===== config.mk =====
export PLATFORM = sky130hd
export DESIGN_NAME = mlpwm_top
export DESIGN_NICKNAME = d
export VERILOG_FILES = /design/src/rtl/mlpwm_pkg.sv /design/src/rtl/mlpwm_carrier.sv /design/src/rtl/mlpwm_sine.sv /design/src/rtl/mlpwm_slicer.sv /design/src/rtl/mlpwm_top.sv
export SDC_FILE = /design/constraint.sdc
export NUM_CORES = 1
export LEC_CHECK = 0
export BUFFER_PORTS_ARGS = -buffer_cell sky130_fd_sc_hd__buf_2
export CORE_MARGIN = 3
export CORE_UTILIZATION = 45
export DETAILED_ROUTE_END_ITERATION = 12
export GPL_TIMING_DRIVEN = 0
export PLACE_DENSITY = 0.6
export SLEW_MARGIN = 10
export SYNTH_ARGS = -nofsm -noshare
export SYNTH_HDL_FRONTEND = slang
export SYNTH_SLANG_ARGS = --single-unit

===== constraint.sdc =====
create_clock -name clk -period 13.3 [get_ports clk]
set_input_delay 0.665 -clock clk [delete_from_list [all_inputs] [get_ports clk]]
set_output_delay 0.665 -clock clk [all_outputs]
set_load 0.03 [all_outputs]

===== src/rtl/mlpwm_pkg.sv =====
package mlpwm_pkg;

   typedef enum logic [1:0] {DISP_PD, DISP_POD, DISP_APOD} disp_e;

   typedef enum logic [2:0] {
      LV_ZERO = 3'b000,
      LV_PH   = 3'b001,
      LV_PF   = 3'b010,
      LV_NH   = 3'b101,
      LV_NF   = 3'b110
   } lvl_e;

   // switch pattern for each level; bit i drives switch S(i+1)
   function automatic logic [5:0] gates_of(logic [2:0] code);
      case (code)
         LV_PF:   return 6'b001001;
         LV_PH:   return 6'b101000;
         LV_NH:   return 6'b000110;
         LV_NF:   return 6'b010010;
         default: return 6'b001100;
      endcase
   endfunction

   // parabolic quarter-wave magnitude for table index q
   function automatic longint qw_amp(int q, int qw, int sw);
      longint m2, t, amax;
      m2   = longint'(1) << (qw + 2);
      t    = longint'(2 * q + 1);
      amax = (longint'(1) << (sw - 1)) - 1;
      return (t * (m2 - t) * amax) >> (2 * qw + 2);
   endfunction

endpackage


===== src/rtl/mlpwm_carrier.sv =====
module mlpwm_carrier #(
   parameter int PER_W = 16
) (
   input  logic             clk,
   input  logic             rst,
   input  logic [PER_W-1:0] period,
   output logic [PER_W-1:0] count,
   output logic             valley
);
   logic             rising;
   logic [PER_W:0]   nxt_up;

   assign nxt_up = {1'b0, count} + 1'b1;
   assign valley = (count == '0);

   always_ff @(posedge clk) begin
      if (rst) begin
         count  <= '0;
         rising <= 1'b1;
      end else if (rising) begin
         count <= nxt_up[PER_W-1:0];
         if (nxt_up >= {1'b0, period}) rising <= 1'b0;
      end else begin
         count <= count - 1'b1;
         if (count == PER_W'(1)) rising <= 1'b1;
      end
   end
endmodule


===== src/rtl/mlpwm_sine.sv =====
module mlpwm_sine #(
   parameter int PH_W  = 16,
   parameter int Q_W   = 6,
   parameter int SMP_W = 12
) (
   input  logic             clk,
   input  logic             rst,
   input  logic [PH_W-1:0]  step,
   output logic [SMP_W-2:0] mag,
   output logic             neg
);
   import mlpwm_pkg::*;
   localparam int DEPTH = 1 << Q_W;

   logic [PH_W-1:0]  phase;
   logic [1:0]       quad;
   logic [Q_W-1:0]   raw, idx;
   logic [SMP_W-2:0] rom [DEPTH];

   for (genvar g = 0; g < DEPTH; g++) begin : g_rom
      localparam longint AMP = qw_amp(g, Q_W, SMP_W);
      assign rom[g] = AMP[SMP_W-2:0];
   end

   always_ff @(posedge clk) begin
      if (rst) phase <= '0;
      else     phase <= phase + step;
   end

   assign quad = phase[PH_W-1 -: 2];
   assign raw  = phase[PH_W-3 -: Q_W];
   assign idx  = quad[0] ? ~raw : raw;
   assign mag  = rom[idx];
   assign neg  = quad[1];
endmodule


===== src/rtl/mlpwm_slicer.sv =====
module mlpwm_slicer
   import mlpwm_pkg::*;
#(
   parameter int    SMP_W = 12,
   parameter int    MA_W  = 8,
   parameter int    PER_W = 16,
   parameter disp_e DISP  = DISP_PD
) (
   input  logic [SMP_W-2:0] mag,
   input  logic             neg,
   input  logic [MA_W-1:0]  ma,
   input  logic [PER_W-1:0] period,
   input  logic [PER_W-1:0] count,
   output logic [2:0]       level
);
   localparam int SH    = SMP_W - 1 + MA_W - 1;
   localparam int CMP_W = SMP_W - 1 + MA_W + PER_W + 1;

   logic             inv_lo, inv_hi;
   logic [PER_W-1:0] c_rev, k_lo, k_hi;
   logic [CMP_W-1:0] lhs, thr_lo, thr_hi;
   logic [1:0]       step;

   if (DISP == DISP_PD) begin : g_pd
      assign inv_lo = neg;
      assign inv_hi = neg;
   end else if (DISP == DISP_POD) begin : g_pod
      assign inv_lo = 1'b0;
      assign inv_hi = 1'b0;
   end else begin : g_apod
      assign inv_lo = 1'b1;
      assign inv_hi = 1'b0;
   end

   assign c_rev  = period - count;
   assign k_lo   = inv_lo ? c_rev : count;
   assign k_hi   = inv_hi ? c_rev : count;
   assign lhs    = CMP_W'(mag) * CMP_W'(ma) * CMP_W'(period);
   assign thr_lo = CMP_W'(k_lo) << SH;
   assign thr_hi = (CMP_W'(period) + CMP_W'(k_hi)) << SH;

   always_comb begin
      if (lhs > thr_hi)      step = 2'd2;
      else if (lhs > thr_lo) step = 2'd1;
      else                   step = 2'd0;
      level = (step == 2'd0) ? 3'b000 : {neg, 1'b0, 1'b0} | {1'b0, step};
   end
endmodule


===== src/rtl/mlpwm_top.sv =====
module mlpwm_top
   import mlpwm_pkg::*;
#(
   parameter int    PH_W  = 16,
   parameter int    Q_W   = 6,
   parameter int    SMP_W = 12,
   parameter int    MA_W  = 8,
   parameter int    PER_W = 16,
   parameter disp_e DISP  = DISP_PD
) (
   input  logic             clk,
   input  logic             rst,
   input  logic [MA_W-1:0]  ma_word,
   input  logic [PH_W-1:0]  freq_word,
   input  logic [PER_W-1:0] per_word,
   output logic [5:0]       gate,
   output logic [2:0]       level
);
   if (Q_W + 2 > PH_W) begin : g_bad_phase
      $error("table index wider than phase allows");
   end
   if (SMP_W < 4 || MA_W < 2) begin : g_bad_width
      $error("sample or index word too narrow");
   end

   logic [MA_W-1:0]  ma_q, ma_eff;
   logic [PH_W-1:0]  freq_q, freq_eff;
   logic [PER_W-1:0] per_q, per_eff, cnt;
   logic             valley, neg;
   logic [SMP_W-2:0] mag;
   logic [2:0]       lvl_d;

   // words are taken only at a carrier valley
   assign ma_eff   = valley ? ma_word   : ma_q;
   assign freq_eff = valley ? freq_word : freq_q;
   assign per_eff  = valley ? per_word  : per_q;

   always_ff @(posedge clk) begin
      if (rst) begin
         ma_q   <= '0;
         freq_q <= '0;
         per_q  <= '0;
      end else begin
         ma_q   <= ma_eff;
         freq_q <= freq_eff;
         per_q  <= per_eff;
      end
   end

   mlpwm_carrier #(.PER_W(PER_W)) u_car (
      .clk(clk), .rst(rst), .period(per_eff), .count(cnt), .valley(valley)
   );

   mlpwm_sine #(.PH_W(PH_W), .Q_W(Q_W), .SMP_W(SMP_W)) u_sin (
      .clk(clk), .rst(rst), .step(freq_eff), .mag(mag), .neg(neg)
   );

   mlpwm_slicer #(.SMP_W(SMP_W), .MA_W(MA_W), .PER_W(PER_W), .DISP(DISP)) u_slc (
      .mag(mag), .neg(neg), .ma(ma_eff), .period(per_eff), .count(cnt), .level(lvl_d)
   );

   always_ff @(posedge clk) begin
      if (rst) begin
         level <= LV_ZERO;
         gate  <= '0;
      end else begin
         level <= lvl_d;
         gate  <= gates_of(lvl_d);
      end
   end
endmodule


* Word-level counts from Yosys, hierarchy flattened
Memories as Yosys holds them, arrays and structs flattened.
Index checks and enable logic that the tools add are counted.
** Storage, ports and cells
- Register bits :: 82
- ROM bits :: 704
- Logic and storage cells :: 45
- Memories kept :: 1
** Operators by class
- Add/sub/neg operators :: 5
- Multipliers :: 2
- $lt $le $gt $ge :: 4
- Equality and inequality tests :: 5
- Multiplexer cells :: 15
- Bitwise logic cells :: 3
- Reductions and logical operators :: 2
** Memory list
- (no name shown) :: words 64, width 11, rd ports 1, clocked after memory_dff 0, wr ports 0, RTL line mlpwm_sine.sv:33 : assign mag = rom[idx];
** Operator list (number)
- $mux 16 :: 4
- $gt 35x36->1 :: 1
- $gt 35x34->1 :: 1
- $mul 19x16->35 :: 1
- $pmux 6 s4 :: 1
- $mux 11 :: 2
- $mul 11x8->19 :: 1
- $add 16x1->17 const B :: 1
- $add 16x16->17 :: 1
- $ge 17x16->1 :: 1
- $add 16x16->16 :: 1
- $eq 16x1->1 const B :: 1
- $logic_not 16->1 :: 1
- $sub 16x1->16 const B :: 1
- $sub 16x16->16 :: 1
- $mux 8 :: 1
- $ge 7x7->1 const B :: 1
- $not 6->7 :: 1
- $eq 3x3->1 const B :: 2
- $mux 6 :: 1
- $not 6->6 :: 1
- $mux 1 :: 4
- $eq 3x1->1 const B :: 1
- $eq 3x2->1 const B :: 1
- other kinds (4) :: 4

* Depth between registers and ports, before layout
- Word-level depth :: 15
- Mapped depth :: 58
- Mapped depth without buffers :: 55

* Cells and area by module
A second synthesis with hierarchy kept.
** Second synthesis, totals
- Cell total of the unflattened synthesis :: 2508
- Area, all modules :: 21265.4 µm²
** Modules (own cells, without submodules)
- mlpwm_slicer :: times used 1, cells each 1811, area each 15144.5 µm², seq. area each 0.0 µm²
- mlpwm_sine :: times used 1, cells each 343, area each 2479.9 µm², seq. area each 320.3 µm²
- mlpwm_top :: times used 1, cells each 150, area each 2009.4 µm², seq. area each 980.9 µm²
- mlpwm_carrier :: times used 1, cells each 204, area each 1631.6 µm², seq. area each 340.3 µm²

* Worst setup path before layout
Ideal clock, no wire load.
- Kind :: reg-to-reg
- Start :: register u_car.count[3]
- End :: register gate[1]
- Data arrival time :: 13282 ps
- Data required time :: 13166 ps
- Setup slack :: -116 ps
- Cell stages (with the launch flop) :: 56
- Path buffers :: 6
- Clock period less this slack :: 13416 ps
- Path through :: dfxtp_1 or4_4 nor4_4 and3_4 buf_12 buf_4 buf_4 mux2i_1 clkbuf_1 nor2_1 fa_1 inv_1 fa_1 inv_1 fa_1 inv_1 fa_1 inv_1 [20 not listed] buf_2 a21oi_1 nor2_1 nor2_1 o31ai_1 o31ai_1 a31oi_1 and4_1 a2111oi_1 xnor2_1 ha_1 and3_1 and4_1 a221oi_1 nor3_1 o211a_1 o22ai_1 a211oi_1
** On the way
- Cells in the longest elaborated chain, start to end :: 11
- Elaborated cells between the ends (all ways) :: 20
- Classes of those cells :: add/sub: 2; mul: 2; order compare: 2; eq/ne: 4; mux: 7; bitwise: 1; reduce/logical: 2
** Ends and longest elaborated chain
- start, declared :: RTL line mlpwm_carrier.sv:7 : output logic [PER_W-1:0] count,
- start signal, assigned :: RTL line mlpwm_carrier.sv:21 : count <= nxt_up[PER_W-1:0];
- start signal, assigned :: RTL line mlpwm_carrier.sv:24 : count <= count - 1'b1;
- $logic_not 16->1 :: RTL line mlpwm_carrier.sv:14 : assign valley = (count == '0);
- $mux 8 or $mux 16 (tied branches) :: RTL line mlpwm_top.sv:34, mlpwm_top.sv:36
- $mul 11x8->19 or $sub 16x16->16 (tied branches) :: RTL line mlpwm_slicer.sv:38, mlpwm_slicer.sv:35
- $mul 19x16->35 or $mux 16 (tied branches) :: RTL line mlpwm_slicer.sv:38, mlpwm_slicer.sv:36, mlpwm_slicer.sv:37
- $gt 35x34->1 or $add 16x16->17 (tied branches) :: RTL line mlpwm_slicer.sv:44, mlpwm_slicer.sv:40
- $mux 1 or $gt 35x36->1 (tied branches) :: RTL line mlpwm_slicer.sv:44, mlpwm_slicer.sv:43
- $mux 2 (*) :: RTL line mlpwm_slicer.sv:43 : if (lhs > thr_hi) step = 2'd2;
- $or 3x2->3 or $logic_not 2->1 (tied branches) :: RTL line mlpwm_slicer.sv:46 : level = (step == 2'd0) ? 3'b000 : {neg, 1'b0, 1'b0} | {1'b0, step};
- $mux 3 (*) :: RTL line mlpwm_slicer.sv:46
- $eq 3x3->1, or another cell as far along :: RTL line mlpwm_pkg.sv:15 : case (code)
- $pmux 6 s4 (*) :: RTL line mlpwm_pkg.sv:15
- end signal, assigned :: RTL line mlpwm_top.sv:68 : gate <= gates_of(lvl_d);
- end, declared :: RTL line mlpwm_top.sv:16 : output logic [5:0] gate,
Mark *: on every way between the ends. The rest lies on a longest branch, timed or not.
A chain may end at the register's enable or synchronous reset.

* Worst setup path after layout
- Start :: register u_sin.phase[14]
- End :: register gate[2]
** On the way
- Cells in the longest elaborated chain, start to end :: 14
- Elaborated cells between the ends (all ways) :: 19
- Classes of those cells :: mul: 2; order compare: 2; eq/ne: 4; mux: 7; bitwise: 2; reduce/logical: 1; memory: 1
** Ends and longest elaborated chain
- start, declared :: RTL line mlpwm_sine.sv:15 : logic [PH_W-1:0] phase;
- start signal, assigned :: RTL line mlpwm_sine.sv:27 : else phase <= phase + step;
- $mux 6 (*) :: RTL line mlpwm_sine.sv:32 : assign idx = quad[0] ? ~raw : raw;
- $not 6->7 (implied by the code) (*) :: RTL line mlpwm_sine.sv:33
- $mem_v2 64x11 (*)
- $mux 11 (implied by the code) (*) (2 in series) :: RTL line mlpwm_sine.sv:33
- $mul 11x8->19 (*) :: RTL line mlpwm_slicer.sv:38 : assign lhs = CMP_W'(mag) * CMP_W'(ma) * CMP_W'(period);
- $mul 19x16->35 (*) :: RTL line mlpwm_slicer.sv:38
- $gt 35x34->1 :: RTL line mlpwm_slicer.sv:44 : else if (lhs > thr_lo) step = 2'd1;
- $mux 1 :: RTL line mlpwm_slicer.sv:44
- $mux 2 (*) :: RTL line mlpwm_slicer.sv:43
- $or 3x2->3 or $logic_not 2->1 (tied branches) :: RTL line mlpwm_slicer.sv:46
- $mux 3 (*) :: RTL line mlpwm_slicer.sv:46
- $eq 3x3->1, or another cell as far along :: RTL line mlpwm_pkg.sv:15
- $pmux 6 s4 (*) :: RTL line mlpwm_pkg.sv:15
Mark *: on every way between the ends. The rest lies on a longest branch, timed or not. The select of a mux whose other input is x is not followed.

==> impl_metrics.env <==
export IMPL_ant_nets=0
export IMPL_drt_vias_per_instance=5.640
export IMPL_rows=77
export IMPL_overflow=0
export IMPL_maxCapViolations=0
export IMPL_cp_required_ns=13.55
export IMPL_setup_viol=0
export IMPL_die_h_um=220.5
export IMPL_clock_sinks=82
export IMPL_min_path_type="register to register"
export IMPL_synth_edf_count=0
export IMPL_num_nets_final=3374
export IMPL_cts_buffers=9
export IMPL_rsz0062_at_grt="yes"
export IMPL_hold_violations=0
export IMPL_cp_num_cells=55
export IMPL_fp_dieW_um=220.5
export IMPL_worst_pin_slew_ns=1.273
export IMPL_place_congestion=0.9375
export IMPL_grt_max_degree=19
export IMPL_antenna_found_initial=0
export IMPL_hold_depth=2
export IMPL_cp_max_fo=7
export IMPL_critical_path_endpoint="gate[2]"
export IMPL_maxSlewHeadroom=0.1267
export IMPL_initial_core_util=0.4623
export IMPL_ff2ff_setup_slack_ns=0.08
export IMPL_synth_seq_cells=82
export IMPL_crit_start="u_sin.phase[14]"
export IMPL_status="complete, no violations"
export IMPL_arrival_ns=13.47
export IMPL_period_minus_slack_ns=13.22
export IMPL_drive_gt1_frac=0.1729
export IMPL_netlist_area_mm2=0.02071
export IMPL_synth_fp_nets=3171
export IMPL_critical_path_class="register to register"
export IMPL_drt_initial_drc_count=1191
export IMPL_wire_per_inst_um=19.65
export IMPL_wl_mm=66.54
export IMPL_clk_path_buf_depth=2
export IMPL_skew_ns=0.008773
export IMPL_io_pins=51
export IMPL_hold_buffers=0
export IMPL_startpoint_type="register"
export IMPL_path_common_cell="fa_1"
export IMPL_hpwl_mm=52.53
export IMPL_vias=19096
export IMPL_maxSlewViolCount=0
export IMPL_r2r_start="u_sin.phase[14]"
export IMPL_async_flop_share=0
export IMPL_cp_buffers_inverters=14
export IMPL_fin_util=0.5540
export IMPL_reg2reg_depth=55
export IMPL_yosysUniqueCellTypes=77
export IMPL_dieArea_mm2=0.04863
export IMPL_grt_pass1_wl_mm=102.2
export IMPL_yosysSeqAreaShare=0.07927
export IMPL_port_buffers=50
export IMPL_grt_pass1_vias=19015
export IMPL_drc=0
export IMPL_timing_fmax_ghz=0.07564
export IMPL_grt_total_usage=0.2706
export IMPL_post_route_period_util=0.9940
export IMPL_syn_to_final_growth_pct=19.85
export IMPL_dr_pass1_iters=7
export IMPL_cts_tree="yes"
export IMPL_clkTransAtPathRegs_ns=0.06
export IMPL_h_tree_depth=3
export IMPL_root_buffer="clkbuf_16"
export IMPL_cpLargestDelayFamily="adder cells"
export IMPL_yosysWarnings=0
export IMPL_syn_avg_cell_area_um2=8.011
export IMPL_slowest_delay_ns=0.61
export IMPL_core_mm2=0.04480
export IMPL_postSynthCellCount=2585
export IMPL_synth_ff_type="dfxtp_1"
export IMPL_crit_path_top_delay_cell="fa_1"
export IMPL_regToRegEndpoint="gate[2]"
export IMPL_clkLatencyLatePin_ns=0.34
export IMPL_crit_path_end_kind="register"
[per-stage QoR]
step	instance area, µm²	setup slack, ns	hold slack, ns	setup TNS, ns	cells
2_1_floorplan	20710	0.01740	0.4396	0	2585
3_3_place_gp	21710	-3.009	0.4470	-24.83	3227
3_5_place_dp	21750	-2.596	0.4542	-21.19	3229
4_1_cts	23560	0.002341	0.4631	0	3313
5_1_grt	24820	-0.3933	0.4776	-2.561	3385
6_report	24820	0.07974	0.4584	0	3386
[sequential cells by signal, summed over array words and instances, names as in the netlist]
register	cells
freq_q	16
u_car.count	16
per_q	16
gate	6
u_sin.phase	16
ma_q	8
level	3
u_car.rising	1
[Yosys cell counts, drive strengths merged (39+ instances only)]
cell,number,area share
inv,438,0.079
and2,39,0.012
a21o,39,0.014
nand2,324,0.059
ha,251,0.15
clkbuf,79,0.014
nor3,48,0.012
nor2,238,0.043
fa,293,0.28
dfxtp,82,0.079
nand3,47,0.011
o21ai,80,0.019
a21oi,113,0.027
xnor2,82,0.035
[metal layers]
metal	vias up	track usage	part of all wire	routed length, µm
met5	-	0	0	0
met4	0	0.1096	0.044	2949
met3	149	0.05232	0.075	4978
met2	701	0.4467	0.47	31450
met1	9391	0.3507	0.41	27170
li1	8855	-	-	-
[how the worst min path moves through the flow]
stage | startpoint | end | slack (ns)
finish | freq_q[6] | freq_q[6] | 0.46
CTS | freq_q[6] | freq_q[6] | 0.46
detailed placement | freq_q[6] | freq_q[6] | 0.45
global placement | freq_q[5] | freq_q[5] | 0.45
floorplan | freq_q[0] | freq_q[0] | 0.44
global route | freq_q[7] | freq_q[7] | 0.48
[cells in the final DEF, fill, tap and decap left out, drive strengths merged, types with 6 or more instances in the layout]
master	synthesis	routed
inv	438	439
nand2	324	324
fa	293	293
ha	251	251
nor2	238	238
buf	20	227
a21oi	113	113
dfxtp	82	82
xnor2	82	82
o21ai	80	80
clkbuf	79	76
nor3	48	48
nand3	47	47
a21o	39	39
and2	39	39
xor2	35	35
mux2i	32	32
and3	29	29
o211ai	25	25
a31oi	25	25
nor2b	20	20
a211oi	20	20
o31ai	18	18
nand4	17	17
nor4	17	17
nand2b	14	14
or3	14	14
or2	13	13
o21a	12	12
or4	12	12
o21bai	9	9
a2111oi	9	9
a32oi	8	8
a211o	7	7
a221oi	6	6
clkinv	4	6
[timing repair]
| action | CTS | global route |
|---|---|---|
| endpoints found under the hold margin | 0 | 0 |
| setup buffers | 73 | 74 |
| gates cloned | 1 | 1 |
| endpoints found under the setup margin | 9 | 9 |
| pin swaps | 43 | 138 |
| resized for setup | 200 | 170 |
[cell families (layout without fill, tap and decap cells)]
| group | Yosys count | count (layout) | share of synthesized area |
|---|---|---|---|
| and+or+nand+nor | 849 | 849 | 0.1867 |
| buffers and inverters | 541 | 749 | 0.09969 |
| DFF | 82 | 82 | 0.07927 |
| adders and majority gates | 544 | 544 | 0.4349 |
| AOI/OAI and AO/OA | 414 | 414 | 0.1305 |
| muxes | 38 | 38 | 0.01945 |
| other | 0 | 1 | 0 |
| xor gates and xnor gates | 117 | 117 | 0.04948 |
[worst register-to-register path, delay by kind of cell (launching register included)]
kind | cells | cell delay (ns)
xor+xnor | 3 | 0.69
simple gates | 8 | 1.34
buf+inv | 14 | 1.30
fa+ha+maj | 14 | 6.17
flops | 1 | 0.38
compound gates | 16 | 3.28
[cell type report]
cell class / instances / area (µm²)
Fill cell: 4113 / 19980
Timing Repair Buffer: 199 / 1445
Multi-Input combinational cell: 1962 / 18460
Clock inverter: 4 / 33.78
Sequential cell: 82 / 1653
Inverter: 442 / 1669
Antenna cell: 1 / 2.502
Buffer: 92 / 555.5
Tap cell: 592 / 740.7
Clock buffer: 12 / 256.5
Power is not shown: default switching activity piles up to over one toggle a cycle in this logic, so the estimate is an artifact.
